--- src/rtl/pllctl_pkg.sv ---
package pllctl_pkg;

   typedef enum logic {
      SEQ_IDLE  = 1'b0,
      SEQ_ARMED = 1'b1
   } seq_state_t;

   typedef struct packed {
      logic con;
      logic en;
   } ctrl_t;

   localparam int unsigned A_CTRL = 0;
   localparam int unsigned A_CFG  = 1;
   localparam int unsigned A_STAT = 2;
   localparam int unsigned A_FEED = 3;
   localparam int unsigned A_IEN  = 4;

endpackage

--- src/rtl/pllctl_feed.sv ---
// Two-write unlock detector: arm on KEY_ARM, fire on KEY_FIRE.
module pllctl_feed #(
   parameter int unsigned          KEY_W    = 8,
   parameter logic [KEY_W-1:0]     KEY_ARM  = 8'hAA,
   parameter logic [KEY_W-1:0]     KEY_FIRE = 8'h55
) (
   input  logic             clk,
   input  logic             rst_n,
   input  logic             bus_act,
   input  logic             feed_wr,
   input  logic [KEY_W-1:0] key,
   output logic             commit
);
   import pllctl_pkg::*;

   seq_state_t state_q, state_d;

   always_comb begin
      state_d = state_q;
      case (state_q)
         SEQ_IDLE:  if (feed_wr && key == KEY_ARM) state_d = SEQ_ARMED;
         SEQ_ARMED: if (bus_act) state_d = SEQ_IDLE;
         default:   state_d = SEQ_IDLE;
      endcase
   end

   assign commit = (state_q == SEQ_ARMED) && feed_wr && (key == KEY_FIRE);

   always_ff @(posedge clk) begin
      if (!rst_n) state_q <= SEQ_IDLE;
      else        state_q <= state_d;
   end

endmodule

--- src/rtl/pllctl_regs.sv ---
// Staged and active copies of the control and configuration fields.
module pllctl_regs #(
   parameter int unsigned MULT_W = 5,
   parameter int unsigned DIV_W  = 2
) (
   input  logic                clk,
   input  logic                rst_n,
   input  logic                wr_ctrl,
   input  logic                wr_cfg,
   input  pllctl_pkg::ctrl_t   ctrl_d,
   input  logic [MULT_W-1:0]   mult_d,
   input  logic [DIV_W-1:0]    div_d,
   input  logic                commit,
   input  logic                pwr_down,
   output pllctl_pkg::ctrl_t   stg_ctrl,
   output logic [MULT_W-1:0]   stg_mult,
   output logic [DIV_W-1:0]    stg_div,
   output pllctl_pkg::ctrl_t   act_ctrl,
   output logic [MULT_W-1:0]   act_mult,
   output logic [DIV_W-1:0]    act_div
);

   always_ff @(posedge clk) begin
      if (!rst_n) begin
         stg_ctrl <= '0;
         stg_mult <= '0;
         stg_div  <= '0;
      end else begin
         if (wr_ctrl) stg_ctrl <= ctrl_d;
         if (wr_cfg) begin
            stg_mult <= mult_d;
            stg_div  <= div_d;
         end
      end
   end

   always_ff @(posedge clk) begin
      if (!rst_n) begin
         act_ctrl <= '0;
         act_mult <= '0;
         act_div  <= '0;
      end else begin
         if (commit) begin
            act_ctrl <= stg_ctrl;
            act_mult <= stg_mult;
            act_div  <= stg_div;
         end
         if (pwr_down) act_ctrl <= '0;
      end
   end

endmodule

--- src/rtl/pllctl_irq.sv ---
// Lock interrupt gate; IRQ_REG selects a flopped or a direct request.
module pllctl_irq #(
   parameter bit IRQ_REG = 1'b0
) (
   input  logic clk,
   input  logic rst_n,
   input  logic lock_in,
   input  logic ien,
   output logic irq
);

   if (IRQ_REG) begin : g_flop
      always_ff @(posedge clk) begin
         if (!rst_n) irq <= 1'b0;
         else        irq <= lock_in & ien;
      end
   end else begin : g_direct
      logic unused_clk;
      assign unused_clk = clk ^ rst_n;
      assign irq = lock_in & ien;
   end

endmodule

--- src/rtl/pllctl_unit.sv ---
module pllctl_unit #(
   parameter int unsigned      DATA_W   = 16,
   parameter int unsigned      ADDR_W   = 3,
   parameter int unsigned      MULT_W   = 5,
   parameter int unsigned      DIV_W    = 2,
   parameter int unsigned      KEY_W    = 8,
   parameter logic [KEY_W-1:0] KEY_ARM  = 8'hAA,
   parameter logic [KEY_W-1:0] KEY_FIRE = 8'h55,
   parameter bit               IRQ_REG  = 1'b0
) (
   input  logic              clk,
   input  logic              rst_n,
   input  logic              bus_sel,
   input  logic              bus_wr,
   input  logic [ADDR_W-1:0] bus_addr,
   input  logic [DATA_W-1:0] bus_wdata,
   output logic [DATA_W-1:0] bus_rdata,
   input  logic              pwr_down,
   input  logic              lock_in,
   output logic              clk_sel,
   output logic              lock_irq,
   output logic [MULT_W-1:0] pll_mult,
   output logic [DIV_W-1:0]  pll_div,
   output logic              pll_en
);
   import pllctl_pkg::*;

   localparam int unsigned DIV_LSB  = MULT_W;
   localparam int unsigned CFG_W    = MULT_W + DIV_W;
   localparam int unsigned EN_BIT   = CFG_W + 1;
   localparam int unsigned CON_BIT  = EN_BIT + 1;
   localparam int unsigned LOCK_BIT = EN_BIT + 2;
   localparam int unsigned STAT_W   = LOCK_BIT + 1;

   if (DATA_W < STAT_W) begin : g_bad_data_w
      $error("pllctl_unit: DATA_W too narrow for the status word");
   end
   if (DATA_W < KEY_W) begin : g_bad_key_w
      $error("pllctl_unit: DATA_W narrower than the feed key");
   end
   if (KEY_ARM == KEY_FIRE) begin : g_bad_keys
      $error("pllctl_unit: feed keys must differ");
   end
   if (ADDR_W < 3) begin : g_bad_addr_w
      $error("pllctl_unit: ADDR_W must reach five registers");
   end

   logic hit_ctrl, hit_cfg, hit_feed, hit_ien, feed_wr, commit;
   logic ien_q;
   ctrl_t stg_ctrl, act_ctrl, ctrl_d;
   logic [MULT_W-1:0] stg_mult, act_mult;
   logic [DIV_W-1:0]  stg_div, act_div;

   assign hit_ctrl = bus_addr == ADDR_W'(A_CTRL);
   assign hit_cfg  = bus_addr == ADDR_W'(A_CFG);
   assign hit_feed = bus_addr == ADDR_W'(A_FEED);
   assign hit_ien  = bus_addr == ADDR_W'(A_IEN);
   assign feed_wr  = bus_sel && bus_wr && hit_feed;
   assign ctrl_d   = ctrl_t'(bus_wdata[1:0]);

   pllctl_feed #(
      .KEY_W(KEY_W), .KEY_ARM(KEY_ARM), .KEY_FIRE(KEY_FIRE)
   ) u_feed (
      .clk(clk), .rst_n(rst_n), .bus_act(bus_sel), .feed_wr(feed_wr),
      .key(bus_wdata[KEY_W-1:0]), .commit(commit)
   );

   pllctl_regs #(.MULT_W(MULT_W), .DIV_W(DIV_W)) u_regs (
      .clk(clk), .rst_n(rst_n),
      .wr_ctrl(bus_sel && bus_wr && hit_ctrl),
      .wr_cfg(bus_sel && bus_wr && hit_cfg),
      .ctrl_d(ctrl_d),
      .mult_d(bus_wdata[MULT_W-1:0]),
      .div_d(bus_wdata[DIV_LSB +: DIV_W]),
      .commit(commit), .pwr_down(pwr_down),
      .stg_ctrl(stg_ctrl), .stg_mult(stg_mult), .stg_div(stg_div),
      .act_ctrl(act_ctrl), .act_mult(act_mult), .act_div(act_div)
   );

   always_ff @(posedge clk) begin
      if (!rst_n)                         ien_q <= 1'b0;
      else if (bus_sel && bus_wr && hit_ien) ien_q <= bus_wdata[0];
   end

   pllctl_irq #(.IRQ_REG(IRQ_REG)) u_irq (
      .clk(clk), .rst_n(rst_n), .lock_in(lock_in), .ien(ien_q), .irq(lock_irq)
   );

   always_comb begin
      bus_rdata = '0;
      if (hit_ctrl) begin
         bus_rdata[1:0] = stg_ctrl;
      end else if (hit_cfg) begin
         bus_rdata[MULT_W-1:0]      = stg_mult;
         bus_rdata[DIV_LSB +: DIV_W] = stg_div;
      end else if (bus_addr == ADDR_W'(A_STAT)) begin
         bus_rdata[MULT_W-1:0]      = act_mult;
         bus_rdata[DIV_LSB +: DIV_W] = act_div;
         bus_rdata[EN_BIT]          = act_ctrl.en;
         bus_rdata[CON_BIT]         = act_ctrl.con;
         bus_rdata[LOCK_BIT]        = lock_in;
      end else if (hit_ien) begin
         bus_rdata[0] = ien_q;
      end
   end

   assign clk_sel  = act_ctrl.en & act_ctrl.con;
   assign pll_en   = act_ctrl.en;
   assign pll_mult = act_mult;
   assign pll_div  = act_div;

   logic unused_wdata;
   assign unused_wdata = ^bus_wdata;

endmodule

--- config.mk ---
export PLATFORM = sky130hd
export DESIGN_NAME = pllctl_unit
export DESIGN_NICKNAME = d
export VERILOG_FILES = /design/src/rtl/pllctl_pkg.sv /design/src/rtl/pllctl_feed.sv /design/src/rtl/pllctl_regs.sv /design/src/rtl/pllctl_irq.sv /design/src/rtl/pllctl_unit.sv
export SDC_FILE = /design/constraint.sdc
export NUM_CORES = 1
export LEC_CHECK = 0
export BUFFER_PORTS_ARGS = -buffer_cell sky130_fd_sc_hd__buf_4
export CELL_PAD_IN_SITES_DETAIL_PLACEMENT = 0
export CELL_PAD_IN_SITES_GLOBAL_PLACEMENT = 1
export CORE_ASPECT_RATIO = 1.75
export CORE_MARGIN = 2
export CORE_UTILIZATION = 30
export CTS_CLUSTER_DIAMETER = 40
export DETAILED_ROUTE_END_ITERATION = 8
export PLACE_DENSITY_LB_ADDON = 0.15
export SLEW_MARGIN = 10
export SYNTH_ARGS = -nofsm -noshare
export SYNTH_HDL_FRONTEND = slang
export SYNTH_SLANG_ARGS = --single-unit
--- constraint.sdc ---
create_clock -name clk -period 2.2 [get_ports clk]
set_clock_uncertainty 0.2 [all_clocks]
set_input_delay 0.11 -clock clk [delete_from_list [all_inputs] [get_ports clk]]
set_output_delay 0.11 -clock clk [all_outputs]
set_load 0.02 [all_outputs]
==> metrics <==
IO Count 51; area of the core 3630 um^2; Switching Fraction 25.5%; Final Cycle Share 88.6%; H-tree depth 1; Setup Fix Bufs, Post-CTS 0; most common cell after layout, fill and taps aside buf_4; synthesis-to-finish area growth 35.4%; Placed Cells 211; Post-Synth XOR/XNOR Area 0%; vias in the first global route 1056; vias per cell 4.91; Synth Area in Adders 0%; pwr/cell area 466 nW/um^2; CP Launch Type input pin; sequential fraction of the synthesis area 35.5%; fraction of layout cells with a size suffix above 1 24.2%; Top Metal Used met4; Worst-Skew Late Latency 0.25 ns; DP HPWL 2230 um; DR vias 1099; switching power 181 uW; Internal 530 uW; synthesized area per cell 8.23 um^2; crit end category flip-flop; Clock transition at path regs 0.07 ns; Cell Area, Synth 1130 um^2; Overflow after GRT 0; main combinational cell family by area after synthesis simple AND/OR/NAND/NOR gates; Min-Delay Path Class input pin to flip-flop; DP Area 1390 um^2; initial antenna violation count 0; WS Path Type input pin to flip-flop; # rows 29; met1 WL 1310 um; Ys Warns 0; multiplexer area fraction after synthesis 9.77%; f_max 0.513 GHz; combinational share of power 14.6%; Mapped Cells 137; Initial Utilization 31.1%; n_diodes 0; commonest cells after routing, fill and taps aside buf_4 (37), dfxtp_1 (20), nand2_1 (19); fin crit period 1.95 ns; synth unique cells 34; WP data arrival 1.95 ns; Worst slew margin 62.9%; Compound-Gate Fraction of Synth Area 15.4%; outcome complete, no violations; Total GRT Usage 15.4%; root buffer cell clkbuf_8; metal3 WL 139 um; Fillers 398; Seq pwr share 51.4%; input/output buffers 36; CTS tree built; Clock power frac 34.0%; WP data required 2.20 ns; Worst Path Max Fanout 3; Post-DRT Antenna Nets 0; # setup viols final 0; EDFF count, synth 0; die width 50.3 um; # DRC 0; max-slew violations 0; CTS Buf Count 3; Primary FF master, synth dfxtp_1; worst-margin pin slew 0.555 ns; ys async rst share 0%; Max Buffers Root-to-Sink 2; Routed met2 length 1630 um; Setup TNS 0 ns; RD Place Congestion 0.796; #FFs+latches synth 20; Post-Layout Cell Count 224; Max-Cap Viols 0; Overall Power 711 uW; Initial DRC Count 32; drt first pass iters 4; Peak VDD IR 0.000235 V; Fin Hold WS 0.00806 ns; number of hold violations in the final report 0; Leak Pwr 0.000606 uW; largest net degree at the start of global routing 19; CTS Sinks 20; drt wl/cell 13.9 um; Nets 205; die area 4280 um^2; Die H 85.1 um; Simple-Gate Fraction of Synth Area 29.7%; Final Cell Area 1530 um^2; first-pass GRT wire length 5080 um; Post-Route WL 3120 um; RSZ-0062 raised after global routing false
## power groups by stage
| stage | clock (uW) | sequential (uW) | combinational, uW |
|---|---|---|---|
| 2_1_floorplan | 0 | 374 | 60.4 |
| 6_report | 242 | 366 | 104 |
| 5_1_grt | 260 | 366 | 114 |
| 3_3_place_gp | 0 | 374 | 91.7 |
| 3_5_place_dp | 0 | 374 | 91.9 |
| 4_1_cts | 252 | 366 | 105 |
## layer usage
metal  GRT usage (%)  vias up
met5               0        -
met4            6.88        0
met3            1.76        4
met2            25.6       28
met1            19.5      513
li1                -      554
## metrics by stage
step / util [%] / setup WS (ns)
finish: 42.1 / 0.251
detailed placement: 38.2 / 0.634
global placement: 38.2 / 0.658
global route: 42.1 / 0.125
floorplan: - / 0.874
CTS: 42.1 / 0.261
## cells by family (layout without fill, tap and decap cells)
logic type,after synthesis,in the layout
AND/OR/NAND/NOR,59,59
AO/OA/AOI/OAI,30,30
flip-flops,20,20
buffers and inverters,16,52
multiplexers,11,11
other,1,6
## area by class of cell
class	instances	area, um^2	area share [%]
clock buffers	3	41.3	2.70
inverters	2	7.51	0.492
multi-input cells	106	642	42.0
flip-flops and latches	20	400	26.2
well taps	46	57.6	3.77
repair buffers	47	378	24.8
## critical path: stages
cell,delay [ns]
dlygate4sd3_1,0.53
buf_4,0.14
nor4b_1,0.30
nand4_1,0.14
o22ai_1,0.16
dlygate4sd3_1,0.57
## what timing repair did
item / CTS / global route
gates resized for setup: 0 / 0
hold endpoints to repair: 12 / 0
hold buffers: 10 / 0
## registers in the layout, indices dropped and copies added (netlist names)
name,cells
u_regs.stg_ctrl,2
ien_q,1
u_regs.act_mult,5
u_regs.stg_div,2
u_regs.act_div,2
u_regs.act_ctrl,2
u_feed.state_q,1
u_regs.stg_mult,5
## path summary, 6_finish.rpt
| check | from | to | slack [ns] | cells past startpoint |
|---|---|---|---|---|
| max | bus_wdata[4] | u_feed.state_q | 0.25 | 6 |
| min | rst_n | u_regs.act_mult[2] | 0.008 | 3 |
| max reg2reg | u_feed.state_q | u_feed.state_q | 0.57 | 4 |
| min reg2reg | u_regs.act_mult[2] | u_regs.act_mult[2] | 0.27 | 2 |
## cell usage after synthesis, types with 2 or more instances
cell / count / share of area (%)
a22oi_1: 5 / 3.3
buf_2: 5 / 2.2
a21oi_1: 10 / 4.4
nand3_1: 11 / 4.9
and3b_1: 3 / 2.3
o21ai_0: 11 / 4.9
mux2i_1: 11 / 9.8
and2_1: 2 / 1.1
a2bb2oi_1: 2 / 1.6
nor2_1: 8 / 2.7
dfxtp_1: 20 / 36
buf_4: 6 / 4.0
buf_6: 2 / 2.0
nor2b_1: 3 / 1.7
nand2_1: 19 / 6.3
No activity file was read; power rests on OpenSTA's default activity.
